==> config.mk <==
export PLATFORM = sky130hd
export DESIGN_NAME = awc_bitclk_gen
export DESIGN_NICKNAME = d
export VERILOG_FILES = /design/src/rtl/awc_pkg.sv /design/src/rtl/awc_tick_gen.sv /design/src/rtl/awc_sync.sv /design/src/rtl/awc_framer.sv /design/src/rtl/awc_bitclk_gen.sv
export SDC_FILE = /design/constraint.sdc
export NUM_CORES = 1
export LEC_CHECK = 0
export ABC_AREA = 1
export BUFFER_PORTS_ARGS = -buffer_cell sky130_fd_sc_hd__clkbuf_2
export CORE_UTILIZATION = 55
export DETAILED_ROUTE_END_ITERATION = 8
export PLACE_DENSITY = 0.85
export SLEW_MARGIN = 20
export SYNTH_ARGS = -nofsm -noshare
export SYNTH_HDL_FRONTEND = slang
export SYNTH_HIERARCHICAL = 1
export SYNTH_SLANG_ARGS = --single-unit
==> constraint.sdc <==
create_clock -name clk_i -period 1.6 [get_ports clk_i]
set_input_delay 0.08 -clock clk_i [delete_from_list [all_inputs] [get_ports clk_i]]
set_output_delay 0.08 -clock clk_i [all_outputs]
set_load 0.01 [all_outputs]
==> src/rtl/awc_pkg.sv <==
package awc_pkg;
  localparam int OSR       = 16;
  localparam int WORD_BITS = 8;

  typedef enum logic [1:0] {
    ST_IDLE,
    ST_START,
    ST_DATA,
    ST_BREAK
  } frm_state_e;
endpackage

==> src/rtl/awc_tick_gen.sv <==
module awc_tick_gen #(
  parameter int DIV = 4
) (
  input  logic clk_i,
  input  logic rst_ni,
  output logic tick_o
);
  localparam int CW = (DIV > 1) ? $clog2(DIV) : 1;
  localparam logic [CW-1:0] LAST = CW'(DIV - 1);

  logic [CW-1:0] cnt_q;

  always_ff @(posedge clk_i or negedge rst_ni) begin
    if (!rst_ni)            cnt_q <= '0;
    else if (cnt_q == LAST) cnt_q <= '0;
    else                    cnt_q <= cnt_q + 1'b1;
  end

  assign tick_o = (cnt_q == LAST);
endmodule

==> src/rtl/awc_sync.sv <==
module awc_sync #(
  parameter int STAGES = 2
) (
  input  logic clk_i,
  input  logic rst_ni,
  input  logic d_i,
  output logic q_o
);
  logic [STAGES-1:0] ff_q;

  always_ff @(posedge clk_i or negedge rst_ni) begin
    if (!rst_ni) ff_q <= '1;
    else         ff_q <= {ff_q[STAGES-2:0], d_i};
  end

  assign q_o = ff_q[STAGES-1];
endmodule

==> src/rtl/awc_framer.sv <==
module awc_framer
  import awc_pkg::*;
(
  input  logic clk_i,
  input  logic rst_ni,
  input  logic tick_i,
  input  logic rx_i,
  input  logic mode_i,
  output logic bclk_o,
  output logic dr_o,
  output logic idle_o
);
  localparam int PW = $clog2(OSR);
  localparam int CNTW = $clog2(WORD_BITS + 1);
  localparam logic [PW-1:0]   PH_LAST = PW'(OSR - 1);
  localparam logic [PW-1:0]   PH_HALF = PW'(OSR / 2 - 1);
  localparam logic [CNTW-1:0] CNT_END = CNTW'(WORD_BITS);

  frm_state_e      state_q;
  logic [PW-1:0]   phase_q;
  logic [PW-1:0]   dr_tmr_q;
  logic [CNTW-1:0] cnt_q;
  logic            rx_prev_q, bclk_q, dr_q;

  always_ff @(posedge clk_i or negedge rst_ni) begin
    if (!rst_ni) begin
      state_q   <= ST_IDLE;
      phase_q   <= '0;
      dr_tmr_q  <= '0;
      cnt_q     <= '0;
      rx_prev_q <= 1'b1;
      bclk_q    <= 1'b0;
      dr_q      <= 1'b0;
    end else if (mode_i) begin
      state_q  <= ST_IDLE;
      phase_q  <= '0;
      dr_tmr_q <= '0;
      cnt_q    <= '0;
      bclk_q   <= 1'b0;
      dr_q     <= 1'b0;
      if (tick_i) rx_prev_q <= rx_i;
    end else if (tick_i) begin
      rx_prev_q <= rx_i;
      // ready pulse timed apart from the FSM so a new start is never missed
      if (dr_q) begin
        if (dr_tmr_q == PH_HALF) dr_q <= 1'b0;
        else                     dr_tmr_q <= dr_tmr_q + 1'b1;
      end
      case (state_q)
        ST_IDLE: begin
          if (rx_prev_q && !rx_i) begin
            state_q <= ST_START;
            phase_q <= '0;
          end
        end
        ST_START: begin
          if (phase_q == PH_HALF) begin
            phase_q <= '0;
            cnt_q   <= '0;
            state_q <= rx_i ? ST_IDLE : ST_DATA;
          end else begin
            phase_q <= phase_q + 1'b1;
          end
        end
        ST_DATA: begin
          phase_q <= (phase_q == PH_LAST) ? '0 : phase_q + 1'b1;
          if (phase_q == PH_HALF) bclk_q <= 1'b0;
          if (phase_q == PH_LAST) begin
            if (cnt_q == CNT_END) begin
              if (rx_i) begin
                dr_q     <= 1'b1;
                dr_tmr_q <= '0;
                state_q  <= ST_IDLE;
              end else begin
                state_q  <= ST_BREAK;
              end
            end else begin
              bclk_q <= 1'b1;
              cnt_q  <= cnt_q + 1'b1;
            end
          end
        end
        ST_BREAK: begin
          if (rx_i) state_q <= ST_IDLE;
        end
        default: state_q <= ST_IDLE;
      endcase
    end
  end

  assign bclk_o = bclk_q & ~mode_i;
  assign dr_o   = dr_q & ~mode_i;
  assign idle_o = (state_q == ST_IDLE);
endmodule

==> src/rtl/awc_bitclk_gen.sv <==
module awc_bitclk_gen
  import awc_pkg::*;
#(
  parameter int CLK_HZ = 100_000_000,
  parameter int BAUD   = 1200
) (
  input  logic clk_i,
  input  logic rst_ni,
  input  logic rx_i,
  input  logic mode_i,
  output logic data_o,
  output logic bclk_o,
  output logic dr_o
);
  localparam int DIV_RAW   = CLK_HZ / (BAUD * OSR);
  localparam int DIV       = (DIV_RAW < 1) ? 1 : DIV_RAW;
  localparam int PULSE_CYC = DIV * (OSR / 2);

  logic tick, rx_s, frm_idle;

  assign data_o = rx_i;

  awc_tick_gen #(.DIV(DIV)) u_tick (
    .clk_i  (clk_i),
    .rst_ni (rst_ni),
    .tick_o (tick)
  );

  awc_sync #(.STAGES(2)) u_sync (
    .clk_i  (clk_i),
    .rst_ni (rst_ni),
    .d_i    (rx_i),
    .q_o    (rx_s)
  );

  awc_framer u_framer (
    .clk_i  (clk_i),
    .rst_ni (rst_ni),
    .tick_i (tick),
    .rx_i   (rx_s),
    .mode_i (mode_i),
    .bclk_o (bclk_o),
    .dr_o   (dr_o),
    .idle_o (frm_idle)
  );
endmodule

Word-level counts from Yosys, hierarchy flattened
Cells that the tools add are included.

word-level totals
  flip-flop bits (word level) = 32
  bits in latches = 0
  memory bits (writable) = 0
  memory bits (read-only) = 0
  input bits = 4
  output and inout port bits = 3
  logic and storage cells = 86
  memories kept = 0

cells by class
  add/sub/neg operators = 4
  $mul = 0
  div/mod/pow operators = 0
  magnitude comparators = 0
  equality and inequality tests = 14
  shift-type cells = 0
  muxes and demuxes = 45
  bitwise gates (word level) = 3
  reductions and logical operators = 11

operator list
  operator                 count
  $mux W4                  18
  $mux W2                  9
  $mux W1                  14
  $add A13 B1 Y13 const B  1
  $eq A13 B13 Y1 const B   1
  $mux W13                 1
  $add A4 B1 Y4 const B    3
  $ne A3 B2 Y1 const B     4
  $pmux W4 S3              1
  $eq A4 B3 Y1 const B     2
  $eq A4 B4 Y1 const B     2
  $pmux W2 S4              1
  $pmux W4 S2              1
  $ne A3 B3 Y1 const B     2
  $reduce_and A6 Y1        1
  $reduce_and A5 Y1        1
  $eq A2 B2 Y1 const B     2
  $reduce_bool A2 Y1       2
  $reduce_bool A4 Y1       1
  $reduce_and A3 Y1        1
  $reduce_bool A3 Y1       1
  $and A1 B1 Y1            2
  $eq A2 B1 Y1 const B     1
  $logic_not A2 Y1         1
  4 further kinds          4

Logic depth before layout (Yosys ltp)
  word-level depth = 9
  depth in mapped cells = 13
  mapped depth without buffers = 13

Modules after synthesis
Netlist, hierarchy kept.

modules (own cells, without submodules)
  module          times used  cells each  area an instance (um^2)  seq. area each (um^2)
  awc_framer      1           173         1228.7                   426.7
  awc_tick_gen    1           99          723.2                    325.3
  awc_sync        1           2           52.6                     52.6
  awc_bitclk_gen  1           1           7.5                      0.0

Worst setup path before layout
OpenSTA, ideal clock, no wires.

  path type = reg-to-reg
  from = register u_tick.cnt_q[0]
  to = register u_framer.cnt_q[3]
  data arrival time = 1561 ps
  setup slack = -79 ps
  cell stages (with the launch flop) = 12
  path buffers = 0
  period minus slack after synthesis = 1679 ps
  path through = dfrtp_1 ha_1 nand2_2 nor2_1 nand3_2 inv_1 inv_1 o21ai_0 and2_2 nand2_2 nand2_1 nand2_1

between the ends
  word-level cells in the longest chain between the ends = 3

RTL lines
  element                              line                  RTL
  start, declared                      awc_tick_gen.sv:11    logic [CW-1:0] cnt_q;
  start signal, assigned               awc_tick_gen.sv:16    else cnt_q <= cnt_q + 1'b1;
  $eq A13 B13 Y1                       awc_tick_gen.sv:19    assign tick_o = (cnt_q == LAST);
  named net tick                       awc_bitclk_gen.sv:19  logic tick, rx_s, frm_idle;
  $reduce_bool A2 Y1 (no source line)  --
  $reduce_and A5 Y1 (no source line)   --
  end signal, assigned                 awc_framer.sv:79      cnt_q <= cnt_q + 1'b1;
  end, declared                        awc_framer.sv:22      logic [CNTW-1:0] cnt_q;

The timed path passes the listed nets, and every way through them passes these cells.
A chain may end at the register's enable or synchronous reset.

Worst setup path after layout
  from = register u_tick.cnt_q[0]
  to = register u_framer.phase_q[3]

between the ends
  word-level cells in the longest chain between the ends = 3

RTL lines
  element                              line                  RTL
  $eq A13 B13 Y1                       awc_tick_gen.sv:19
  named net tick                       awc_bitclk_gen.sv:19
  $reduce_bool A2 Y1 (no source line)  --
  $reduce_and A3 Y1 (no source line)   --
  end signal, assigned                 awc_framer.sv:62      phase_q <= phase_q + 1'b1;
  end signal, assigned                 awc_framer.sv:66      phase_q <= (phase_q == PH_LAST) ? '0 : phase_q + 1'b1;
  end, declared                        awc_framer.sv:20      logic [PW-1:0] phase_q;

The timed path passes the listed nets, and every way through them passes these cells.

==> summary.md <==
| Metric | Value |
|---|---|
| YS warnings | `6` |
| Most used DFF post-synth | `sky130_fd_sc_hd__dfrtp_1` |
| HP Class | `in -> reg` |
| Minimum clock period | `1.59 ns` |
| Gate count of the mapped netlist | `275` |
| Count of clock tree sinks | `32` |
| Aggregate routed wire length | `4430 um` |
| Final HPWL DP | `3050 um` |
| Cell-by-cell trace of the critical path | `ha_4, nand2_4, nor2_4, nand3_2, inv_2, nor2_4, a21oi_4, nand2_4, a21oi_2, nor2_1` |
| Worst slew pin tran | `0.414 ns` |
| Delay of the slowest cell on the worst path | `0.41 ns` |
| Gr ovfl total | `0` |
| Remaining routing DRC violations | `0` |
| Yosys cell types | `28` |
| Worst hold slack across all endpoints | `0.286 ns` |
| Category of the most critical setup path | `reg -> reg` |
| Pin count of the biggest net entering global routing | `33` |
| Unrepaired setup endpoints after global routing | `yes` |
| Worst IR drop on VDD | `549 uV` |
| Cell with the largest stage delay on the worst path | `sky130_fd_sc_hd__dfrtp_1` |
| Fraction of final layout cells with drive strength greater than 1 | `0.249` |
| Cell-internal power | `1.22 mW` |
| Kind of start point of the critical path | `flop` |
| DIE WIDTH | `62.5 um` |
| Max Root-Sink Buffers | `2` |
| Register bit total from synthesis | `32` |
| Master cell of the clock root buffer | `sky130_fd_sc_hd__clkbuf_4` |
| Number of global-route vias before repair | `1820` |
| All-Layer GR Usage | `0.249` |
| Combined area of all synthesized cells | `2010 um^2` |
| Leakage dissipation | `1.25 nW` |
| Number of slew-limit violations in the final report | `0` |
| Clock-pin slew of the registers on the worst-case setup and hold paths | `0.10 ns` |
| Global-route wire length before repair | `7630 um` |
| Share of power burned in registers | `0.471` |
| I/O pins | `7` |
| Hold endpoint | `u_framer/cnt_q[2]$_DFFE_PN0P_` |
| Power density normalized to cell area | `770 nW/um^2` |
| Required time of the critical path | `1.83 ns` |
| Final critical-path share of the clock period | `0.993` |
| Total of endpoints with negative setup slack in the final report | `0` |
| Net Count, Synth | `289` |
| Part of the total power dissipated in combinational logic | `0.262` |
| Number of nets in the finished design | `318` |
| Initial drt markers | `132` |
| Finished Layout Cells | `351` |
| Number of buffers inserted during clock tree synthesis | `5` |
| Number of antenna-violating nets in the routed design | `0` |
| Number of flops mapped to enable cells by yosys | `0` |
| Hold Startpoint | `mode_i` |
| Number of search-and-repair iterations in the first detailed-routing pass | `4` |
| Run status | `completed` |
| Upper clock frequency limit | `0.629 GHz` |
| Sw frac | `0.331` |
| Clock skew | `0.00938 ns` |
| Proportion of synthesized chip area in sequential cells | `0.400` |
| Switching power of the nets | `0.605 mW` |
| Count of final hold-check violations | `0` |
| Reg2reg path depth | `10` |
| Floorplan Core Area | `3420 um^2` |
| Cell total after placement | `340` |
| Synth top area share | `0.361` |
| Initial Utilization | `0.589` |
| Antenna violations before repair | `0` |
| Port Buffer Count | `6` |
| Cell types with the largest area share after synthesis | `sky130_fd_sc_hd__dfrtp_1 (36%), sky130_fd_sc_hd__nand2_1 (15%), sky130_fd_sc_hd__inv_1 (8.6%)` |
| Capturing element type of the critical path | `flop` |
| Data arrival time at the worst-slack endpoint | `1.82 ns` |
| Count of H-tree levels built during CTS | `2` |
| Number of max-cap violations | `0` |
| Die height | `62.5 um` |
| Routed vias/inst | `5.19` |
| Die Area | `3900 um^2` |
| Largest fanout on the critical path | `5` |
| Area leader, netlist | `sky130_fd_sc_hd__dfrtp_1` |
| Clock insertion delay at the later pin of the skew report | `0.34 ns` |
| Number of stages on the worst hold path | `4` |
| CTS tree | `built` |
| Internal reg-to-reg setup slack | `0.01 ns` |
| WL/cell | `12.6 um` |
| Core utilization of the finished layout | `0.695` |
| Number of filler instances in the final layout | `276` |
| Avg Inst Size Synth | `7.32 um^2` |
| Detailed-route via count | `1823` |
| Reg-to-reg critical path startpoint | `u_tick/cnt_q[0]$_DFF_PN0_` |
| Max-slew headroom | `0.724` |
| Routability cong. | `0.941` |
| Share of total power in the clock network | `0.268` |
| FFs w/ async S/R, synth | `1.00` |
| P&R area growth vs syn | `18.0%` |
| Number of antenna cells inserted | `0` |
| # rows | `21` |
| Endpoint of the worst-slack reg-to-reg timing path | `u_framer/phase_q[3]$_DFFE_PN0P_` |
## worst max path at each step
stage	to	depth (start not counted)	startpoint	slack [ns]
after CTS	u_framer/cnt_q[3]$_DFFE_PN0P_	11	u_tick/cnt_q[1]$_DFF_PN0_	0.008
after detailed placement	u_framer/state_q[1]$_DFFE_PN0P_	12	u_tick/cnt_q[1]$_DFF_PN0_	-0.03
after global placement	u_framer/state_q[1]$_DFFE_PN0P_	12	u_tick/cnt_q[1]$_DFF_PN0_	0.07
after floorplan	u_framer/state_q[0]$_DFFE_PN0P_	12	u_tick/cnt_q[0]$_DFF_PN0_	0.007
final	u_framer/phase_q[3]$_DFFE_PN0P_	10	u_tick/cnt_q[0]$_DFF_PN0_	0.01
after global routing	u_framer/cnt_q[0]$_DFFE_PN0P_	11	u_tick/cnt_q[0]$_DFF_PN0_	-0.12
## routing by layer
metal / vias up / track usage / part of all wire
li1: 908 / - / -
met4: 0 / 0.113 / 0.025
met2: 55 / 0.413 / 0.50
met3: 14 / 0.0693 / 0.047
met5: - / 0 / 0
met1: 846 / 0.299 / 0.43
## critical path: cells and delay by family (launching register included)
kind / cells / cell delay, ns
adders and majority gates: 1 / 0.18
DFF: 1 / 0.41
buffers and inverters: 1 / 0.09
AOI/OAI and AO/OA: 2 / 0.32
and+or+nand+nor: 6 / 0.48
## flip-flops by register name, summed over array words and instances (netlist names)
register	cells
u_framer/cnt_q	4
u_framer/bclk_q	1
u_framer/state_q	2
u_sync/ff_q	2
u_framer/dr_tmr_q	4
u_framer/rx_prev_q	1
u_framer/phase_q	4
u_framer/dr_q	1
u_tick/cnt_q	13
## synthesized netlist by cell type (all sizes together) (2+ instances only)
library cell	instances
a21oi	4
buf	2
dfrtp	29
dfstp	3
ha	10
inv	47
nand2	90
nand3	21
nand3b	2
nand4	7
nor2	38
nor3	4
o21ai	9
xor2	4
## timing repair
item,CTS,global route
setup endpoints to repair,7,15
hold buffers,2,0
pin swaps,0,10
setup buffers,0,1
gates cloned,0,0
endpoints found under the hold margin,30,0
gates resized for setup,2,26
## placed cells by master (no fill, tap or decap)
cell type	count
sky130_fd_sc_hd__o22ai_1	1
sky130_fd_sc_hd__inv_2	4
sky130_fd_sc_hd__nand3_4	1
sky130_fd_sc_hd__o21ai_1	3
sky130_fd_sc_hd__clkbuf_4	5
sky130_fd_sc_hd__nor2_2	8
sky130_fd_sc_hd__nand2_4	3
sky130_fd_sc_hd__clkbuf_1	2
sky130_fd_sc_hd__nand3_1	18
sky130_fd_sc_hd__and2_4	1
sky130_fd_sc_hd__nand2_1	74
sky130_fd_sc_hd__nand3_2	2
sky130_fd_sc_hd__a21oi_4	1
sky130_fd_sc_hd__ha_4	1
sky130_fd_sc_hd__o21ai_2	2
sky130_fd_sc_hd__nor2_4	6
sky130_fd_sc_hd__a21oi_1	2
sky130_fd_sc_hd__nor4_1	1
sky130_fd_sc_hd__inv_4	1
sky130_fd_sc_hd__clkbuf_8	1
sky130_fd_sc_hd__o21ai_0	4
sky130_fd_sc_hd__dfstp_2	3
sky130_fd_sc_hd__inv_1	42
sky130_fd_sc_hd__dfrtp_1	29
sky130_fd_sc_hd__nand4_1	7
sky130_fd_sc_hd__or2_2	1
sky130_fd_sc_hd__xnor2_1	1
sky130_fd_sc_hd__a21oi_2	1
sky130_fd_sc_hd__nand3b_1	2
sky130_fd_sc_hd__nor3_1	4
sky130_fd_sc_hd__buf_4	16
sky130_fd_sc_hd__ha_1	9
sky130_fd_sc_hd__dlygate4sd3_1	2
sky130_fd_sc_hd__nor2_1	24
sky130_fd_sc_hd__clkbuf_2	6
sky130_fd_sc_hd__nand2_2	13
sky130_fd_sc_hd__xor2_1	4
## cell families (layout without fill, tap and decap cells)
kind of cell | Yosys count | count (layout) | synth area share
and+or+nand+nor | 165 | 165 | 0.376
buffers and inverters | 49 | 79 | 0.0970
DFF | 32 | 32 | 0.400
AOI/OAI and AO/OA | 14 | 14 | 0.0429
adders and majority gates | 10 | 10 | 0.0622
xor gates and xnor gates | 5 | 5 | 0.0218
## stage by stage
stage	setup TNS [ns]	area (um^2)	power, mW	setup WS, ns
floorplan	0	2020	1.17	0.00706
global placement	0	2200	1.27	0.0682
detailed placement	-0.0526	2200	1.29	-0.0281
CTS	0	2290	1.79	0.00844
global route	-0.889	2370	1.94	-0.120
finish	0	2370	1.83	0.0109
## power by group through the flow
stage               Clock, mW  Combinational, mW  Sequential, mW
finish                  0.489              0.478           0.860
global route            0.540              0.537           0.862
CTS                     0.505              0.432           0.856
detailed placement          0              0.416           0.872
global placement            0              0.401           0.870
floorplan                   0              0.294           0.871
## layout make-up
type                            instances  area (um^2)  area share
Inverter                               47          179      0.0754
Sequential cell                        32          805       0.339
Tap cell                               46         57.6      0.0242
Timing Repair Buffer                   24          170      0.0717
Clock buffer                            8         58.8      0.0248
Multi-Input combinational cell        194         1100       0.465
Power figures use the tool's default switching activity.
